===== config.mk =====
export PLATFORM = sky130hd
export DESIGN_NAME = dmod_preset_counter
export DESIGN_NICKNAME = d
export VERILOG_FILES = /design/src/rtl/dmp_pkg.sv /design/src/rtl/dmp_preset.sv /design/src/rtl/dmp_core.sv /design/src/rtl/dmod_preset_counter.sv
export SDC_FILE = /design/constraint.sdc
export NUM_CORES = 1
export LEC_CHECK = 0
export CAP_MARGIN = 30
export CORE_AREA = 2 2 39 41
export DETAILED_ROUTE_END_ITERATION = 8
export DIE_AREA = 0 0 41 43
export PLACE_DENSITY = 0.52
export SKIP_CTS_REPAIR_TIMING = 1
export SYNTH_ARGS = -nofsm -noshare
export SYNTH_HDL_FRONTEND = slang
export SYNTH_SLANG_ARGS = --single-unit

===== constraint.sdc =====
create_clock -name clk -period 1.1 [get_ports clk]
set_input_delay 0.165 -clock clk [delete_from_list [all_inputs] [get_ports clk]]
set_output_delay 0.165 -clock clk [all_outputs]
set_load 0.005 [all_outputs]

===== src/rtl/dmp_pkg.sv =====
package dmp_pkg;

  // Next value of an up-counter, wrapping at all-ones.
  function automatic logic [3:0] dmp_incr4(input logic [3:0] v);
    return v + 4'd1;
  endfunction

  // Preset built from a fixed base with one bit copied from mode.
  function automatic logic [3:0] dmp_preset_of(input logic m,
                                               input logic [3:0] base,
                                               input int unsigned mbit);
    logic [3:0] r;
    r = base;
    r[mbit] = m;
    return r;
  endfunction

endpackage


===== src/rtl/dmp_preset.sv =====
module dmp_preset #(
  parameter int unsigned WIDTH    = 4,
  parameter logic [3:0]  BASE     = 4'd9,
  parameter int unsigned MODE_BIT = 1
) (
  input  logic [WIDTH-1:0] count,
  input  logic             mode,
  output logic             load_n,
  output logic [WIDTH-1:0] preset
);
  import dmp_pkg::*;

  logic at_zero;

  assign at_zero = (count == '0);
  assign load_n  = ~at_zero;
  assign preset  = WIDTH'(dmp_preset_of(mode, BASE, MODE_BIT));

endmodule


===== src/rtl/dmp_core.sv =====
module dmp_core #(
  parameter int unsigned WIDTH = 4
) (
  input  logic             clk,
  input  logic             clr_n,
  input  logic             load_n,
  input  logic             en_p,
  input  logic             en_t,
  input  logic [WIDTH-1:0] d,
  output logic [WIDTH-1:0] q,
  output logic             rco
);
  import dmp_pkg::*;

  localparam logic [WIDTH-1:0] TOP = {WIDTH{1'b1}};

  logic do_clear, do_load, do_count;
  logic [WIDTH-1:0] q_next;

  assign do_clear = ~clr_n;
  assign do_load  = clr_n & ~load_n;
  assign do_count = clr_n & load_n & en_p & en_t;

  always_comb begin
    q_next = q;
    if (do_clear)      q_next = '0;
    else if (do_load)  q_next = d;
    else if (do_count) q_next = WIDTH'(dmp_incr4(4'(q)));
  end

  always_ff @(posedge clk) q <= q_next;

  assign rco = en_t & (q == TOP);

  AST_CLEAR_WINS: assert property (@(posedge clk)
    !clr_n |=> (q == '0));

  AST_COUNT_STEP: assert property (@(posedge clk) disable iff (!clr_n)
    (load_n && en_p && en_t) |=> (q == WIDTH'(dmp_incr4(4'($past(q))))));

  AST_HOLD_IDLE: assert property (@(posedge clk) disable iff (!clr_n)
    (load_n && !(en_p && en_t)) |=> $stable(q));

  AST_CARRY_GATED: assert property (@(posedge clk) disable iff (!clr_n)
    (!en_t |-> !rco) and (rco |-> (q == TOP)));

endmodule


===== src/rtl/dmod_preset_counter.sv =====
module dmod_preset_counter (
  input  logic       clk,
  input  logic       clr_n,
  input  logic       mode,
  input  logic       en_p,
  input  logic       en_t,
  output logic [3:0] count,
  output logic       carry
);
  localparam int unsigned WIDTH    = 4;
  localparam logic [3:0]  BASE     = 4'd9;
  localparam int unsigned MODE_BIT = 1;

  logic             load_n;
  logic [WIDTH-1:0] preset;

  dmp_preset #(.WIDTH(WIDTH), .BASE(BASE), .MODE_BIT(MODE_BIT)) u_preset (
    .count (count),
    .mode  (mode),
    .load_n(load_n),
    .preset(preset)
  );

  dmp_core #(.WIDTH(WIDTH)) u_core (
    .clk   (clk),
    .clr_n (clr_n),
    .load_n(load_n),
    .en_p  (en_p),
    .en_t  (en_t),
    .d     (preset),
    .q     (count),
    .rco   (carry)
  );

  AST_LOAD_FROM_ZERO: assert property (@(posedge clk) disable iff (!clr_n)
    (count == 4'd0) |=> (count == (mode ? 4'd11 : 4'd9) || $past(mode) != mode
                          || count == ($past(mode) ? 4'd11 : 4'd9)));

  AST_STATE_RANGE: assert property (@(posedge clk) disable iff (!clr_n)
    (count != 4'd0) |-> (count >= 4'd9));

endmodule


# Word-level counts from Yosys, hierarchy flattened
# Cells that the tools add are included.
classes:
  n_eq_ne: 1
  bitwise_logic: 7
  muxes: 2
  add_sub_neg: 1
  reduce_logical: 3
op_table:
  columns: ["op", "count"]
  rows:
  - ["$mux W4", 2]
  - ["$and A1 B1 Y1", 5]
  - ["$add A4 B1 Y4 const B", 1]
  - ["$eq A4 B4 Y1 const B", 1]
  - ["$logic_not A4 Y1", 1]
  - ["$not A1 Y1", 2]
  - ["$reduce_bool A2 Y1", 1]
  - ["$reduce_or A2 Y1", 1]
word_totals:
  elab_cells: 16
  in_bits: 5
  register_bits: 4
  output_inout_bits: 5

# Depth between registers and ports, before layout
depth:
  ltp_word: 7
  ltp_mapped: 5
  depth_no_buf: 5

# By module
# A second synthesis with hierarchy kept.
unflattened:
  cells_unflattened: 34
  hier_area_um2: 295.3
modules_own_cells:
  columns: ["mod", "cells_per_inst", "area_per_inst_um2", "seq_area_each_um2", "instances"]
  rows:
  - ["dmp_core", 27, 250.2, 80.1, 1]
  - ["dmp_preset", 7, 45.0, 0.0, 1]

# Worst setup path after synthesis
# Ideal clock, no wire load.
synth_timing:
  path_kind: "reg-to-reg"
  from: "register u_core.q[0]"
  to: "register u_core.q[1]"
  synth_period_minus_slack_ps: 1243
  setup_time_ps: 118
  arrival_ps: 1124
  required_ps: 982
  stages_incl_launch_ff: 6
  setup_slack_ps: -143
  path_buffers: 0
  cell_sequence: "dfxtp_1 -> inv_1 -> ha_1 -> or3b_1 -> o21ai_1 -> a21oi_1"
synth_via:
  elab_chain_len: 6
  elab_cells_between_ends: 10
  classes_between: "1 x add/sub; 2 x mux; 5 x bitwise; 2 x reduce/logical"
synth_rtl:
  columns: ["element", "line", "source"]
  rows:
  - ["from (decl)", "dmp_core.sv:10", "output logic [WIDTH-1:0] q,"]
  - ["from (signal assigned)", "dmp_core.sv:31", "always_ff @(posedge clk) q <= q_next;"]
  - ["parallel branches: the longest is 6 deep, another holds $add A4 B1 Y4", null, null]
# Several ways; the timed one is not identified. The select of a mux whose other input is x is not followed.
# A chain may end at the register's enable or synchronous reset.

# Final worst setup path
layout_timing:
  from: "register u_core.q[1]"
  to: "register u_core.q[1]"
# The elaborated chain is that of the path after synthesis.

==> flow_metrics.env <==
export IMPL_hp_class="in -> reg"
export IMPL_cp_arrival_ns=1.38
export IMPL_largest_register="u_core.q"
export IMPL_numCtsBuffers=3
export IMPL_synth_top_area_share_pct=35.2
export IMPL_rr_startpoint="u_core.q[1]$_SDFFE_PN0P_"
export IMPL_post_dp_cell_area_um2=415
export IMPL_p_sw_mw=0.223
export IMPL_reg_top3="u_core.q (4)"
export IMPL_cp_start_kind="flip-flop"
export IMPL_status="finished, violations left"
export IMPL_place_congestion=0.670
export IMPL_yosysUniqueCellTypes=15
export IMPL_placed_cells=60
export IMPL_period_minus_slack_ns=1.26
export IMPL_synth_top_cells_by_area="dfxtp_1 (35%), ha_1 (11%), inv_1 (8.2%)"
export IMPL_synth_nets=34
export IMPL_p_seq_share_pct=25.4
export IMPL_critPathBufInv=2
export IMPL_firstDrtPassIters=4
export IMPL_p_comb_share_pct=50.8
export IMPL_port_buffers=9
export IMPL_area_growth_pct=117
export IMPL_nNetsFinal=59
export IMPL_numClockSinks=4
export IMPL_grt_pass1_vias=230
export IMPL_reg2reg_depth=6
export IMPL_antenna_cells=0
export IMPL_fin_crit_sh_pct=115
export IMPL_skew_ns=0.00367
export IMPL_switching_share_pct=29.0
export IMPL_relSlewSlack_pct=86.9
export IMPL_drive_above_1_share_pct=46.0
export IMPL_clockBufferDepth=2
export IMPL_timing_rr_end="u_core.q[1]$_SDFFE_PN0P_"
export IMPL_holdPathStages=3
export IMPL_initial_core_util_pct=16.5
export IMPL_cp_required_ns=1.22
export IMPL_clkPwrFrac_pct=23.8
export IMPL_drcViolationCount=0
export IMPL_power_density_mw_per_mm2=1550
export IMPL_clock_latency_ns=0.24
export IMPL_crit_family="simple AND/OR/NAND/NOR gates"
export IMPL_cts_tree="done"
export IMPL_routed_wl_um=592
export IMPL_final_hold_viol_count=0
export IMPL_drv_cap=0
export IMPL_nFillCells=146
export IMPL_grt_antenna_before_repair=0
export IMPL_peakVddDrop_mv=0.606
export IMPL_vias=266
export IMPL_fin_ws_ns=-0.163
export IMPL_hp_start="clr_n"
export IMPL_hold_end="u_core.q[1]$_SDFFE_PN0P_"
export IMPL_die_area_mm2=0.00176
export IMPL_root_buffer="clkbuf_4"
export IMPL_synth_area_um2=228
export IMPL_fin_cells=66
export IMPL_post_drt_wl_per_cell_um=8.97
export IMPL_design_core_area_mm2=0.00138
export IMPL_path_class="reg -> reg"
export IMPL_grt_pass1_wl_um=848
export IMPL_power_leakage_nw=0.267
export IMPL_htreeDepth=1
export IMPL_worst_path_max_delay_cell="or3b_4"
export IMPL_p_int_mw=0.544
export IMPL_ant_nets=0
export IMPL_setup_viol=5
export IMPL_clk_pin_slew_ns=0.03
export IMPL_grt_start_max_net_pins=6
export IMPL_hold_ws_ns=0.511
export IMPL_first_iter_violations=6
export IMPL_track_usage_pct=7.73
export IMPL_max_slew_worst_pin_slew_ns=0.195
export IMPL_die_x_um=41
export IMPL_crit_chain="buf_6 > inv_4 > ha_4 > or3b_4 > o21ai_1 > a21oi_1"
export IMPL_slew_violations=0
export IMPL_cp_end_kind="flip-flop"
export IMPL_crit_path_max_incr_delay_ns=0.38
export IMPL_r2r_slack_ns=-0.16
export IMPL_synth_top_cell_by_area="dfxtp_1"
export IMPL_post_drt_via_cell_ratio=4.03
export IMPL_largest_reg_flops=4
export IMPL_rsz0062_at_grt="yes"
export IMPL_max_freq_mhz=791
export IMPL_num_rows=14
export IMPL_synthCells=27
export IMPL_crit_fanout=4
export IMPL_synth_seq_cells=4
export IMPL_fin_area_um2=494
export IMPL_die_h_um=43
export IMPL_io_pins=10
export IMPL_avgSynthCellArea_um2=8.43
export IMPL_overflow=0
export IMPL_synth_seq_area_share_pct=35.2
export IMPL_violations="setup timing"
export IMPL_synth_warnings=0
cells in the mapped netlist:
cell	count
a21oi_1	3
nand3_1	1
dfxtp_1	4
a221oi_1	1
inv_1	5
a211o_1	1
o21ai_1	1
nor3_1	1
ha_1	2
and4_1	1
a311oi_1	1
mux2i_1	1
xnor2_1	1
nand2_1	3
or3b_1	1
tightest hold or removal path, cell delays in order:
cell	delay (ns)
clkdlybuf4s50_1	0.42
o21ai_1	0.08
a21oi_1	0.04
worst max-delay path by stage:
| stage | cells after the start | end | start | slack [ns] |
|---|---|---|---|---|
| CTS | 4 | carry | u_core.q[0]$_SDFFE_PN0P_ | -0.52 |
| floorplan | 5 | u_core.q[1]$_SDFFE_PN0P_ | u_core.q[0]$_SDFFE_PN0P_ | -0.08 |
| detailed placement | 4 | carry | en_t | -0.41 |
| global route | 6 | u_core.q[1]$_SDFFE_PN0P_ | u_core.q[1]$_SDFFE_PN0P_ | -0.20 |
| global placement | 4 | carry | en_t | -0.40 |
| finish | 6 | u_core.q[1]$_SDFFE_PN0P_ | u_core.q[1]$_SDFFE_PN0P_ | -0.16 |
per-layer routing:
metal	vias up	part of all wire [%]	wire length (µm)	track usage [%]
li1	142	-	-	-
met1	112	40	238	8.36
met2	12	49	289	10.3
met3	0	11	64	7.85
met4	0	0	0	2.00
met5	-	0	0	0
power groups by stage:
stage	clock network (mW)	registers [mW]	logic, mW
floorplan	0	0.216	0.134
global placement	0	0.194	0.321
detailed placement	0	0.194	0.327
CTS	0.193	0.192	0.329
global route	0.206	0.198	0.425
finish	0.183	0.195	0.390
per-stage QoR:
| step | utilization [%] | TNS [ns] | worst slack (ns) | total power [mW] |
|---|---|---|---|---|
| 4_1_cts | 31.6 | -2.17 | -0.518 | 0.713 |
| 3_5_place_dp | 30.0 | -1.28 | -0.414 | 0.521 |
| 3_3_place_gp | 30.0 | -1.23 | -0.397 | 0.515 |
| 2_1_floorplan | - | -0.0829 | -0.0829 | 0.350 |
| 6_report | 35.7 | -0.502 | -0.163 | 0.767 |
| 5_1_grt | 35.7 | -0.743 | -0.204 | 0.828 |
area by class of cell:
type / instances / area (µm²) / share of cell area [%]
Timing Repair Buffer: 20 / 191 / 38.7
Multi-Input combinational cell: 18 / 154 / 31.1
Sequential cell: 4 / 82.6 / 16.7
Inverter: 5 / 23.8 / 4.81
Clock buffer: 3 / 22.5 / 4.56
Tap cell: 16 / 20.0 / 4.05
cells by family after synthesis:
group,count (synthesis),synth area share [%]
AOI/OAI and AO/OA,7,20.3
xor gates and xnor gates,1,3.85
adders and majority gates,2,11.0
buffers and inverters,5,8.24
DFF,4,35.2
muxes,1,4.40
and+or+nand+nor,7,17.0
cell usage in the layout (no fill, tap or decap), types with 2 or more instances in the layout:
| cell type | Yosys | routed |
|---|---|---|
| buf_4 | 0 | 9 |
| clkdlybuf4s50_1 | 0 | 4 |
| dlymetal6s2s_1 | 0 | 4 |
| inv_1 | 5 | 3 |
| nand2_1 | 3 | 3 |
| clkbuf_4 | 0 | 3 |
| buf_6 | 0 | 3 |
| inv_4 | 0 | 2 |
| a21oi_1 | 3 | 2 |
| dfxtp_2 | 0 | 2 |
| dfxtp_1 | 4 | 2 |
Note: power is estimated with default switching activity, not from simulation.
